--- src/rtl/oqpsk_tx_pkg.sv ---
// Shared constants and types for the chip spreader.
// Assumes the 32-chip spreading code of the 2.4 GHz O-QPSK physical layer.
package oqpsk_tx_pkg;
    localparam int CHIPS_PER_SYM = 32;
    localparam int SYM_W         = 4;
    localparam int NUM_SYMS      = 1 << SYM_W;
    localparam int HALF_CHIPS    = CHIPS_PER_SYM / 2;
    localparam int IDX_W         = $clog2(CHIPS_PER_SYM);

    // Base code of symbol 0; bit 31 holds c0, bit 0 holds c31.
    localparam logic [CHIPS_PER_SYM-1:0] SYM0_CODE = 32'b11011001110000110101001000101110;

    typedef enum logic [1:0] {PH_PRE, PH_SFD, PH_PHR, PH_DATA} phase_t;

    // Chip vector of symbol n, indexed so that bit i is chip c_i.
    function automatic logic [CHIPS_PER_SYM-1:0] code_of(input int n);
        logic [CHIPS_PER_SYM-1:0] r;
        int src;
        for (int i = 0; i < CHIPS_PER_SYM; i++) begin
            src  = (i - 4 * (n % 8) + CHIPS_PER_SYM) % CHIPS_PER_SYM;
            r[i] = SYM0_CODE[CHIPS_PER_SYM-1-src];
            if (n >= 8 && (i % 2) == 1) r[i] = ~r[i];
        end
        return r;
    endfunction
endpackage

--- src/rtl/oqpsk_chip_lut.sv ---
// Maps a 4-bit symbol to its chip code, split into the I set (even chips)
// and the Q set (odd chips). Purely combinational; codes are built at
// elaboration from the package function.
module oqpsk_chip_lut
    import oqpsk_tx_pkg::*;
(
    input  logic [SYM_W-1:0]      sym,
    output logic [HALF_CHIPS-1:0] i_set,
    output logic [HALF_CHIPS-1:0] q_set
);
    logic [CHIPS_PER_SYM-1:0] codes [NUM_SYMS];
    logic [CHIPS_PER_SYM-1:0] sel_code;

    // One constant code per symbol value.
    for (genvar g = 0; g < NUM_SYMS; g++) begin : g_code
        assign codes[g] = code_of(g);
    end

    assign sel_code = codes[sym];

    // Split interleaved chips into the two quadrature sets.
    for (genvar k = 0; k < HALF_CHIPS; k++) begin : g_split
        assign i_set[k] = sel_code[2*k];
        assign q_set[k] = sel_code[2*k+1];
    end
endmodule

--- src/rtl/oqpsk_chip_ser.sv ---
// Serialises one symbol: chip index bit 0 picks Q (odd) or I (even), the
// upper index bits pick the position within that set. Output held low
// when not enabled.
module oqpsk_chip_ser
    import oqpsk_tx_pkg::*;
(
    input  logic                  en,
    input  logic [IDX_W-1:0]      idx,
    input  logic [HALF_CHIPS-1:0] i_set,
    input  logic [HALF_CHIPS-1:0] q_set,
    output logic                  chip
);
    // Interleave I and Q chips into one line.
    always_comb begin
        if (!en)         chip = 1'b0;
        else if (idx[0]) chip = q_set[idx[IDX_W-1:1]];
        else             chip = i_set[idx[IDX_W-1:1]];
    end
endmodule

--- src/rtl/oqpsk_sym_seq.sv ---
// Frame sequencer: from the current phase and count, decides which symbol
// follows, whether it must come from the FIFO, and whether the frame ends.
// Assumes PREAMBLE_SYMS >= 1 and LEN_W <= 7.
module oqpsk_sym_seq
    import oqpsk_tx_pkg::*;
#(
    parameter int         PREAMBLE_SYMS = 8,
    parameter int         LEN_W         = 7,
    parameter logic [7:0] SFD_BYTE      = 8'hA7,
    parameter int         CNT_W         = 8
) (
    input  phase_t           phase,
    input  logic [CNT_W-1:0] cnt,
    input  logic [LEN_W-1:0] len_q,
    input  logic [SYM_W-1:0] fifo_nib,
    output phase_t           nxt_phase,
    output logic [CNT_W-1:0] nxt_cnt,
    output logic [SYM_W-1:0] nxt_sym,
    output logic             nxt_fifo,
    output logic             nxt_last
);
    localparam int PHR_PAD = 8 - LEN_W;

    logic [7:0]       phr_byte;
    logic [CNT_W-1:0] data_last;

    assign phr_byte  = {{PHR_PAD{1'b0}}, len_q};
    assign data_last = CNT_W'({len_q, 1'b0}) - CNT_W'(1);

    // Next-symbol selection per frame phase.
    always_comb begin
        nxt_phase = phase;
        nxt_cnt   = cnt + CNT_W'(1);
        nxt_sym   = '0;
        nxt_fifo  = 1'b0;
        nxt_last  = 1'b0;
        unique case (phase)
            PH_PRE: begin
                if (cnt == CNT_W'(PREAMBLE_SYMS - 1)) begin
                    nxt_phase = PH_SFD;
                    nxt_cnt   = '0;
                    nxt_sym   = SFD_BYTE[3:0];
                end
            end
            PH_SFD: begin
                if (cnt == '0) begin
                    nxt_sym = SFD_BYTE[7:4];
                end else begin
                    nxt_phase = PH_PHR;
                    nxt_cnt   = '0;
                    nxt_sym   = phr_byte[3:0];
                end
            end
            PH_PHR: begin
                if (cnt == '0) begin
                    nxt_sym = phr_byte[7:4];
                end else if (len_q == '0) begin
                    nxt_last = 1'b1;
                end else begin
                    nxt_phase = PH_DATA;
                    nxt_cnt   = '0;
                    nxt_sym   = fifo_nib;
                    nxt_fifo  = 1'b1;
                end
            end
            PH_DATA: begin
                if (cnt == data_last) begin
                    nxt_last = 1'b1;
                end else begin
                    nxt_sym  = fifo_nib;
                    nxt_fifo = 1'b1;
                end
            end
            default: nxt_last = 1'b1;
        endcase
    end
endmodule

--- src/rtl/oqpsk_chip_spreader.sv ---
// Top of the transmit spreader. Holds the frame state (phase, symbol count,
// current symbol, chip index), advances one chip per clock, and loads the
// next symbol on the last chip of each symbol. The FIFO is first-word-fall-
// through: fifo_rdata is valid whenever fifo_empty is low.
module oqpsk_chip_spreader
    import oqpsk_tx_pkg::*;
#(
    parameter int         PREAMBLE_SYMS = 8,
    parameter int         LEN_W         = 7,
    parameter logic [7:0] SFD_BYTE      = 8'hA7
) (
    input  logic             clk,
    input  logic             rst_n,
    input  logic             start,
    input  logic [LEN_W-1:0] frame_len,
    input  logic [3:0]       fifo_rdata,
    input  logic             fifo_empty,
    output logic             fifo_rd,
    output logic             chip_out,
    output logic             busy,
    output logic             done,
    output logic             underflow
);
    localparam int PRE_W = $clog2(PREAMBLE_SYMS + 1);
    localparam int CNT_W = (LEN_W + 1 > PRE_W) ? LEN_W + 1 : PRE_W;

    phase_t              phase_q;
    logic [CNT_W-1:0]    cnt_q;
    logic [SYM_W-1:0]    sym_q;
    logic [IDX_W-1:0]    idx_q;
    logic [LEN_W-1:0]    len_q;
    phase_t              nxt_phase;
    logic [CNT_W-1:0]    nxt_cnt;
    logic [SYM_W-1:0]    nxt_sym;
    logic                nxt_fifo;
    logic                nxt_last;
    logic                last_chip;
    logic [HALF_CHIPS-1:0] i_set;
    logic [HALF_CHIPS-1:0] q_set;

    assign last_chip = (idx_q == IDX_W'(CHIPS_PER_SYM - 1));

    oqpsk_sym_seq #(
        .PREAMBLE_SYMS(PREAMBLE_SYMS),
        .LEN_W        (LEN_W),
        .SFD_BYTE     (SFD_BYTE),
        .CNT_W        (CNT_W)
    ) u_seq (
        .phase    (phase_q),
        .cnt      (cnt_q),
        .len_q    (len_q),
        .fifo_nib (fifo_rdata),
        .nxt_phase(nxt_phase),
        .nxt_cnt  (nxt_cnt),
        .nxt_sym  (nxt_sym),
        .nxt_fifo (nxt_fifo),
        .nxt_last (nxt_last)
    );

    oqpsk_chip_lut u_lut (
        .sym  (sym_q),
        .i_set(i_set),
        .q_set(q_set)
    );

    oqpsk_chip_ser u_ser (
        .en   (busy),
        .idx  (idx_q),
        .i_set(i_set),
        .q_set(q_set),
        .chip (chip_out)
    );

    // Pop the FIFO on the last chip of the symbol preceding a body nibble.
    assign fifo_rd = busy && last_chip && !nxt_last && nxt_fifo && !fifo_empty;

    // Frame state: accept start, step chips, load symbols, end or abort.
    always_ff @(posedge clk) begin
        if (!rst_n) begin
            busy      <= 1'b0;
            done      <= 1'b0;
            underflow <= 1'b0;
            phase_q   <= PH_PRE;
            cnt_q     <= '0;
            sym_q     <= '0;
            idx_q     <= '0;
            len_q     <= '0;
        end else begin
            done      <= 1'b0;
            underflow <= 1'b0;
            if (!busy) begin
                if (start) begin
                    busy    <= 1'b1;
                    phase_q <= PH_PRE;
                    cnt_q   <= '0;
                    sym_q   <= '0;
                    idx_q   <= '0;
                    len_q   <= frame_len;
                end
            end else if (!last_chip) begin
                idx_q <= idx_q + IDX_W'(1);
            end else if (nxt_last) begin
                busy <= 1'b0;
                done <= 1'b1;
            end else if (nxt_fifo && fifo_empty) begin
                busy      <= 1'b0;
                underflow <= 1'b1;
            end else begin
                phase_q <= nxt_phase;
                cnt_q   <= nxt_cnt;
                sym_q   <= nxt_sym;
                idx_q   <= '0;
            end
        end
    end
endmodule

--- config.mk ---
export PLATFORM = sky130hd
export DESIGN_NAME = oqpsk_chip_spreader
export DESIGN_NICKNAME = d
export VERILOG_FILES = /design/src/rtl/oqpsk_tx_pkg.sv /design/src/rtl/oqpsk_chip_lut.sv /design/src/rtl/oqpsk_chip_ser.sv /design/src/rtl/oqpsk_sym_seq.sv /design/src/rtl/oqpsk_chip_spreader.sv
export SDC_FILE = /design/constraint.sdc
export NUM_CORES = 1
export LEC_CHECK = 0
export CAP_MARGIN = 30
export CORE_AREA = 2 2 70 72
export DETAILED_ROUTE_END_ITERATION = 7
export DIE_AREA = 0 0 72 74
export GPL_ROUTABILITY_DRIVEN = 0
export HOLD_SLACK_MARGIN = 0.12
export PLACE_DENSITY = 0.79
export SYNTH_ARGS = -nofsm -noshare
export SYNTH_HDL_FRONTEND = slang
export SYNTH_SLANG_ARGS = --single-unit
--- constraint.sdc ---
create_clock -name clk -period 8.7 [get_ports clk]
set_input_delay 1.74 -clock clk [delete_from_list [all_inputs] [get_ports clk]]
set_output_delay 1.74 -clock clk [all_outputs]
set_load 0.05 [all_outputs]
* Yosys cells after proc, flatten, opt, wreduce, memory -nomap -nowiden
Memory sizes are Yosys's and may differ from the RTL's. Index checks and enable logic that the tools add are counted.
Word-level totals: bits in registers 29, memory bits (read-only) 512, bits of input ports 15, logic and storage cells 110, memories 1
Cells by class: add/subtract/negate cells 3, $lt $le $gt $ge 2, equal/unequal tests 16, multiplexer cells 59, bitwise gates (word level) 4, reductions and logical operators 17
Memories:
- (no name shown) | depth 16, bits a word 32, rd ports 1, clocked after Yosys merged registers in 0, write ports 0, line oqpsk_chip_lut.sv:19 | assign sel_code = codes[sym];
Operator list (count):
- 2-to-1 mux 8 bit | 9
- 2-to-1 mux 32 bit | 2
- 2-to-1 mux 4 bit | 9
- 2-to-1 mux 5 bit | 5
- one-hot mux 8 bit (3 select lines) | 1
- 2-to-1 mux 2 bit | 9
- 2-to-1 mux 1 bit | 17
- one-hot mux 4 bit (4 select lines) | 1
- inequality test 3 bit, second input constant | 5
- AND reduction 9 bit | 1
- adder 8 x 1 -> 8 bit, second input constant | 1
- binary-select mux 1 bit (select 4 bit) | 2
- == test 8 x 3 -> 1 bit, second input constant | 1
- == test 8 bit | 1
- zero test 8 bit | 1
- subtractor 8 x 1 -> 8 bit, second input constant | 1
- zero test 7 bit | 1
- one-hot mux 2 bit (3 select lines) | 1
- AND reduction 3 bit | 2
- adder 5 x 1 -> 5 bit, second input constant | 1
- == test 5 bit, second input constant | 1
- greater-or-equal comparator 5 bit, second input constant | 1
- logical AND 1 bit | 5
- less-than comparator 4 x 5 -> 1 bit, second input constant | 1
- 16 further kinds | 22

* Longest topological paths before layout
Gate-level depths: netlist (run 1).
word-level depth 9, depth in mapped cells 10, mapped depth without buffers 9

* Hierarchy
From an unflattened synthesis (run 1), not the netlist that was laid out.
Second synthesis, totals: cells, all modules 357, area total of the unflattened synthesis 2985.4 µm²
By module, submodules not included:
- oqpsk_chip_spreader | times used 1, cells each 147, area an instance 1363.8 µm²
- oqpsk_sym_seq | times used 1, cells each 105, area an instance 661.9 µm²
- oqpsk_chip_lut | times used 1, cells each 82, area an instance 636.9 µm²
- oqpsk_chip_ser | times used 1, cells each 23, area an instance 322.8 µm²

* Worst setup path before layout (run 1)
Ideal clock, no wire load.
path kind input-to-output, start point in fifo_empty, end point out fifo_rd, arrival 3295 ps, data required time 6960 ps, slack 3665 ps, stages on the path 1, buffers on the path 0, path through nor4_1
Between the ends: word-level cells in the longest chain between the ends 2
RTL lines:
- from (decl) | line oqpsk_chip_spreader.sv:17 | input logic fifo_empty,
- zero test 1 bit | line oqpsk_chip_spreader.sv:75 | assign fifo_rd = busy && last_chip && !nxt_last && nxt_fifo && !fifo_empty;
- logical AND 1 bit | line oqpsk_chip_spreader.sv:75
- to (decl) | line oqpsk_chip_spreader.sv:18 | output logic fifo_rd,
Every way passes these cells.

* Worst setup path after layout (run 1)
start point reg sym_q[0], end point out chip_out
Between the ends: word-level cells in the longest chain between the ends 8, elaborated cells on any way between the ends 10, classes of those cells mux: 8; bitwise: 1; memory: 1
RTL lines:
- from (decl) | line oqpsk_chip_spreader.sv:29 | logic [SYM_W-1:0] sym_q;
- from (signal assigned) | line oqpsk_chip_spreader.sv:111 | sym_q <= nxt_sym;
- NOT 4 -> 5 bit (implied by the code) * | line oqpsk_chip_lut.sv:19
- memory (16 x 32 bit) *
- 2-to-1 mux 32 bit (implied by the code) * (2 in series) | line oqpsk_chip_lut.sv:19
- binary-select mux 1 bit (select 4 bit), on equally long branches | line oqpsk_chip_ser.sv:17, oqpsk_chip_ser.sv:16
- 2-to-1 mux 1 bit, on equally long branches | line oqpsk_chip_ser.sv:17, oqpsk_chip_ser.sv:16
- 2-to-1 mux 1 bit * | line oqpsk_chip_ser.sv:16 | else if (idx[0]) chip = q_set[idx[IDX_W-1:1]];
- 2-to-1 mux 1 bit * | line oqpsk_chip_ser.sv:15 | if (!en) chip = 1'b0;
- to (decl) | line oqpsk_chip_spreader.sv:19 | output logic chip_out,
Mark *: on every way between the ends. The rest lies on a longest branch, timed or not. The select of a mux whose other input is x is not followed.

==> impl_results.md, run 1 <==
* Status: completed
* Sink Count at 29
* WP buf/inv at 2
* Effective utilization at floorplan at between 50% and 60%
* Total gr overflow at 0
* Vias per inst at around 6.3
* Die Span X at between 70 and 80 um
* Vias at 2602
* Num ports at 20
* Netlist Area Pre-Place at 2640 um^2
* Largest net degree at the start of global routing at 31
* FF-to-FF Start: idx_q[1]
* Worst skew pair latency at 280 ps
* TritonCTS clock tree: done
* CP arrival at 3560 ps
* Synth cell types at 66
* DRC at 0
* Top cells by count, synth: nand2_1 (40), a21oi_1 (32), dfxtp_1 (29), nor2_1 (28), o21ai_0 (19)
* Core footprint at between 4000 and 5000 um^2
* Worst Hold Class: reg -> reg
* VDD IR max at 0.101 mV
* Setup Crit Path Kind: reg -> out
* Share of layout cells above drive strength 1 at 8.38%
* Post-DP HPWL at 4670 um
* Antenna-violating nets left at 0
* Worst setup SP type: register
* Unrepaired setup endpoints after global routing: no
* Most numerous cell in the Yosys netlist: nand2_1
* PwrDens at 113 nW/um^2
* Critical path's largest stage delay at 790 ps
* Final Hold Viols at 0
* Cells after synthesis at between 300 and 400
* Synth area leaders: dfxtp_1 (22%), ha_1 (8.5%), a21oi_1 (6.1%)
* CTS H-tree lvls at 2
* Largest delay contributor family on the critical path: compound AO/OA/AOI/OAI gates
* Area share of the largest cell type after synthesis at around 22%
* Post-route design area at ~2900 um^2
* Crit. Startpoint: sym_q[0]
* Leading area contributor after synthesis: dfxtp_1
* Placed cells at a little over 400
* Die area at 5330 um^2
* Fin util at 63.7%
* 1st-iter DRT viols at between 150 and 200
* N_diodes at 0
* Yosys warning total at 0
* Post-synth EDFFs at 0
* Internal power at 249 uW
* GRT Total Usage at 25.1%
* Post-CTS Setup Inserts at 0
* Seq/Total Area, Yosys at 22.0%
* Most numerous cell on the critical path: a21oi_1
* Worst Max-Slew Pin Slew at about 900 ps
* DR pass1 iterations at 5
* Clock root buffer: clkbuf_8
* DR WL/cell at roughly 15 um
* Relative slew margins at 39.4%
* Net switching power at slightly above 80 uW
* Leakage at 0.00100 uW
* Final nets at 390
* CP cell instances: inv_1, ha_1, nor2_1, a211oi_1, a31oi_1, a21oi_1, a21oi_1, o311ai_0, o221a_2, clkdlybuf4s50_1
* Crit end category: output port
* Clock power frac at 43.1%
* Period Utilization, post-route at 60.9%
* Row count at 25
* Syn_area_per_cell at 7.54 um^2
* Slew Limit Fails at 0
* Max Cap Violations at 0
* Final wirelength at around 6200 um
* Final Instance Count excl. Fillers at between 400 and 500
* Slowest-stage cell, CP: clkdlybuf4s50_1
* Crit-path max FO at 14
* Max Clock Skew at 10.1 ps
* Fmax at 189 MHz
* Fin crit period at 5300 ps
* Hold buffers post-CTS at 0
* Synth Flop Type: dfxtp_1
* Area Growth Syn to Fin at 11.1%
* Die height at 74 um
* Antenna violations before repair at 0
* Syn Nets at 383
* FF+latch count, synth at 29
* Vias in the first global route at ~2300
* First-pass GRT wire length at 10800 um
* Final TNS setup at 0 ps
* Post_cts resized at 0
* Net Sw Frac at 24.8%
* DP Area at 2810 um^2
* Asr flop ratio synth at 0%
* Max Root-Sink Buffers at 2
* Final setup fails at 0
* Reg power frac at 43.1%
* Comb pwr share at 13.7%
* Total power at 330 uW
* Inserted Clock Buffers at 5
* WP data required at 6960 ps
* Hold_sp: len_q[5]
* Worst-path clk slew at around 60 ps
* Input/output buffers at 19
## worst min-delay path: stages (launching register included)
cell	delay, ps
dfxtp_1	340
nand2_1	60
a21oi_1	50
## kinds of logic (layout without fill, tap and decap cells)
family                     Yosys count  in the layout  synth area share [%]
AOI/OAI and AO/OA                  115            115                  31.5
DFF                                 29             29                  22.0
muxes                                2              2                  1.28
adders and majority gates           18             18                  8.54
and+or+nand+nor                    135            135                  26.5
buffers and inverters               38             46                  5.84
xor gates and xnor gates            13             13                  4.32
## worst paths after layout
path / slack, ps / endpoint / depth (start not counted)
hold reg to reg: 500 / len_q[5] / 2
setup / recovery: 3400 / chip_out / 10
hold / removal: 500 / len_q[5] / 2
setup reg to reg: 5860 / cnt_q[6] / 8
## power by group through the flow
stage / combinational [uW] / clock [uW] / sequential (uW)
after floorplan: 33.0 / 0 / 142
after global placement: 44.3 / 0 / 145
after global routing: 50.3 / 152 / 143
final: 45.4 / 143 / 142
after detailed placement: 45.0 / 0 / 145
after CTS: 45.2 / 145 / 142
## cell usage in the layout (no fill, tap or decap), types with 5 or more instances in the layout
cell / n
nand2_1: 40
a21oi_1: 32
dfxtp_1: 29
nor2_1: 28
o21ai_0: 19
clkdlybuf4s50_1: 19
ha_1: 18
inv_1: 17
nand2b_1: 11
nand3_1: 11
a211oi_1: 10
nor2b_1: 9
xnor2_1: 9
a31oi_1: 6
o211ai_1: 6
clkbuf_8: 6
o31ai_1: 5
## metal layers
| metal | wire length, um | GRT usage (%) | vias to the layer above |
|---|---|---|---|
| li1 | - | - | 1297 |
| met1 | 2620 | 32.3 | 1192 |
| met2 | 3050 | 43.2 | 99 |
| met3 | 378 | 4.61 | 14 |
| met4 | 136 | 7.55 | 0 |
| met5 | 0 | 0 | - |
## through the flow
step | worst slack [ps] | hold WS (ps)
CTS | 3430 | 508
global placement | 3650 | 498
global route | 3060 | 535
floorplan | 3670 | 475
detailed placement | 3640 | 499
finish | 3400 | 504
## final cells by class
class,count,area [um^2]
clock inverters,1,30.0
well taps,54,67.6
flip-flops and latches,29,581
repair buffers,19,190
clock buffers,7,86.3
inverters,19,71.3
fillers,414,1670
multi-input cells,283,1900
## registers in the layout, summed over array words and instances (netlist names)
| name | flops |
|---|---|
| sym_q | 4 |
| cnt_q | 8 |
| busy | 1 |
| underflow | 1 |
| done | 1 |
| phase_q | 2 |
| idx_q | 5 |
| len_q | 7 |
Note: power is estimated with default switching activity, not from simulation.
==> inputs of run 2 (changes only) <==
- CORE_AREA: 2 2 70 72 -> 2 2 73 75
- DIE_AREA: 0 0 72 74 -> 0 0 75 77
- PLACE_DENSITY: 0.79 -> 0.76
- clock period: 8.7 -> 4.2 ns (I/O delays scaled with it)
==> run 2 against run 1 <==
Flip-flop and latch count did not move. Via count about the same. Combinational power up 120%. Utilization shrank 4.2 points. Worst hold slack better by 25 ps. Total power up 97%. Highest routed layer unchanged.
==> impl_results.md, run 2 (same netlist as run 1, synthesis figures left out) <==
* Area Growth Syn to Fin at 12.3%
* Clock root buffer: clkbuf_8
* Setup Crit Path Kind: reg -> out
* Final nets at 394 (+1.0%)
* Slowest-stage cell, CP: clkdlybuf4s50_1
* Antenna-violating nets left at 0 (unchanged)
* CTS H-tree lvls at 2 (unchanged)
* Max Root-Sink Buffers at 2 (unchanged)
* Worst setup SP type: register
* Row count at 26 (+4.0%)
* 1st-iter DRT viols at 176 (-6.9%)
* FF-to-FF Start: phase_q[1]
* Worst Hold Class: reg -> reg
* Slew Limit Fails at 0 (unchanged)
* PwrDens at 220 nW/um^2 (+95%)
* DR pass1 iterations at 4 (-1)
* Antenna violations before repair at 0 (unchanged)
* TritonCTS clock tree: done
* First-pass GRT wire length at 11200 um (+3.8%)
* Vias at 2601 (-0.038%)
* Unrepaired setup endpoints after global routing: no
* DR WL/cell at 15.3 um (+1.8%)
* Post-DP HPWL at 4970 um (+6.5%)
* Setup slack at placement at 540 ps (-3100 ps)
* Crit-path max FO at 6 (-8)
* Input/output buffers at 19 (unchanged)
* Multi-input gate area at 1900 um^2 (unchanged)
* Share of layout cells above drive strength 1 at 9.94% (+1.6 points)
* Hold buffers post-CTS at 0 (unchanged)
* Worst skew pair latency at 280 ps (about the same)
* Total gr overflow at 0 (unchanged)
* Max Clock Skew at 7.67 ps (-2.44 ps)
* Top Registers: cnt_q x8, len_q x7, idx_q x5
* Post-route design area at 2960 um^2 (+1.1%)
* Status: completed
* Final wirelength at 6600 um (+6.8%)
* Most frequent cells in the layout: nand2_1 (40), a21oi_1 (32), dfxtp_1 (29), nor2_1 (28), o21ai_0 (19)
* Die area at 5780 um^2 (+8.4%)
* DRC at 0 (unchanged)
* Final Hold Viols at 0 (unchanged)
* Fillers at 446 (+7.7%)
* Core footprint at 4980 um^2 (+8.2%)
* FF/Latch Area at 581 um^2 (unchanged)
* Worst Max-Slew Pin Slew at 899 ps (-1.29 ps)
* Post-CTS Setup Inserts at 0 (unchanged)
* DP Area at 2860 um^2 (+1.7%)
* Fin crit period at 4010 ps
* Num ports at 20 (unchanged)
* Critical path's largest stage delay at 720 ps (-70 ps)
* Final TNS setup at 0 ps (unchanged)
* Effective utilization at floorplan at 53.0% (-4.4 points)
* Relative slew margins at 39.5% (+0.087 points)
* Inserted Clock Buffers at 5 (unchanged)
* Leading cell type in the layout, fill and taps excluded: nand2_1
* Crit end category: output port
* Vias per inst at 6.02 (-4.7%)
* Setup ws final at 193 ps (-3210 ps)
* Max Cap Violations at 0 (unchanged)
* Max reg flops at 8 (unchanged)
* Die height at 77 um (+4.1%)
* WP data required at 3360 ps (-3600 ps)
* CP arrival at 3170 ps (-390 ps)
* Vias in the first global route at 2383 (+1.8%)
* N_diodes at 0 (unchanged)
* Largest net degree at the start of global routing at 31 (unchanged)
* Sink Count at 29 (unchanged)
* Post_cts resized at 0 (unchanged)
* CP cell instances: or4_4, or3_4, a211oi_4, nand3_1, o22ai_1, nor4_1, clkdlybuf4s50_1
* Die Span X at 75 um (+4.2%)
* Crit. Startpoint: len_q[0]
* VDD IR max at 0.196 mV (+94%)
* Fmax at 250 MHz
* Period Utilization, post-route at 95.4%
* Final setup fails at 0 (unchanged)
* Top reg by flops: cnt_q
* Leakage at 0.00102 uW (+1.8%)
* Worst-path clk slew at 70 ps (about the same)
* Hold_sp: len_q[5]
* GRT Total Usage at 24.3% (-0.81 points)
## run 2: report_power, final
| group | switching [uW] | leakage (uW) | internal [uW] |
|---|---|---|---|
| logic | 57.3 | 0.000730 | 42.8 |
| registers | 11.5 | 0.000235 | 281 |
| clock network | 110 | 0.0000542 | 148 |
| total | 179 | 0.00102 | 472 |
## run 2: worst paths after layout
check             endpoint  slack [ps]  cells past startpoint
hold reg to reg   len_q[5]         530                      2
setup / recovery   fifo_rd         190                      7
hold / removal    len_q[5]         530                      2
setup reg to reg  cnt_q[5]        1360                      8
## run 2: through the flow
stage,utilization (%),hold WS (ps),total power [uW],instances
global route,59.5,555,673,432
floorplan,-,475,363,350
finish,59.5,529,650,432
global placement,57.5,499,395,424
detailed placement,57.5,518,397,424
CTS,59.5,525,647,432
## run 2: area by class of cell
cell class	count	area share [%]
Multi-Input combinational cell	283	64.3
Tap cell	70	2.96
Clock inverter	1	0.169
Clock buffer	7	3.25
Inverter	19	2.41
Sequential cell	29	19.6
Timing Repair Buffer	23	7.35
## run 2: layer usage
layer	routed length (um)	global-route usage, %	part of all wire (%)	up-vias
li1	-	-	-	1296
met5	0	0	0	-
met1	2980	33.0	45	1229
met2	3270	39.3	50	65
met4	108	7.32	1.6	0
met3	241	3.42	3.7	11
## run 2: worst max-delay path, delay by kind of cell (launching register included)
family,cells,cell delay [ps]
AND/OR/NAND/NOR,4,1160
AO/OA/AOI/OAI,2,640
buffers and inverters,1,720
flip-flops,1,370
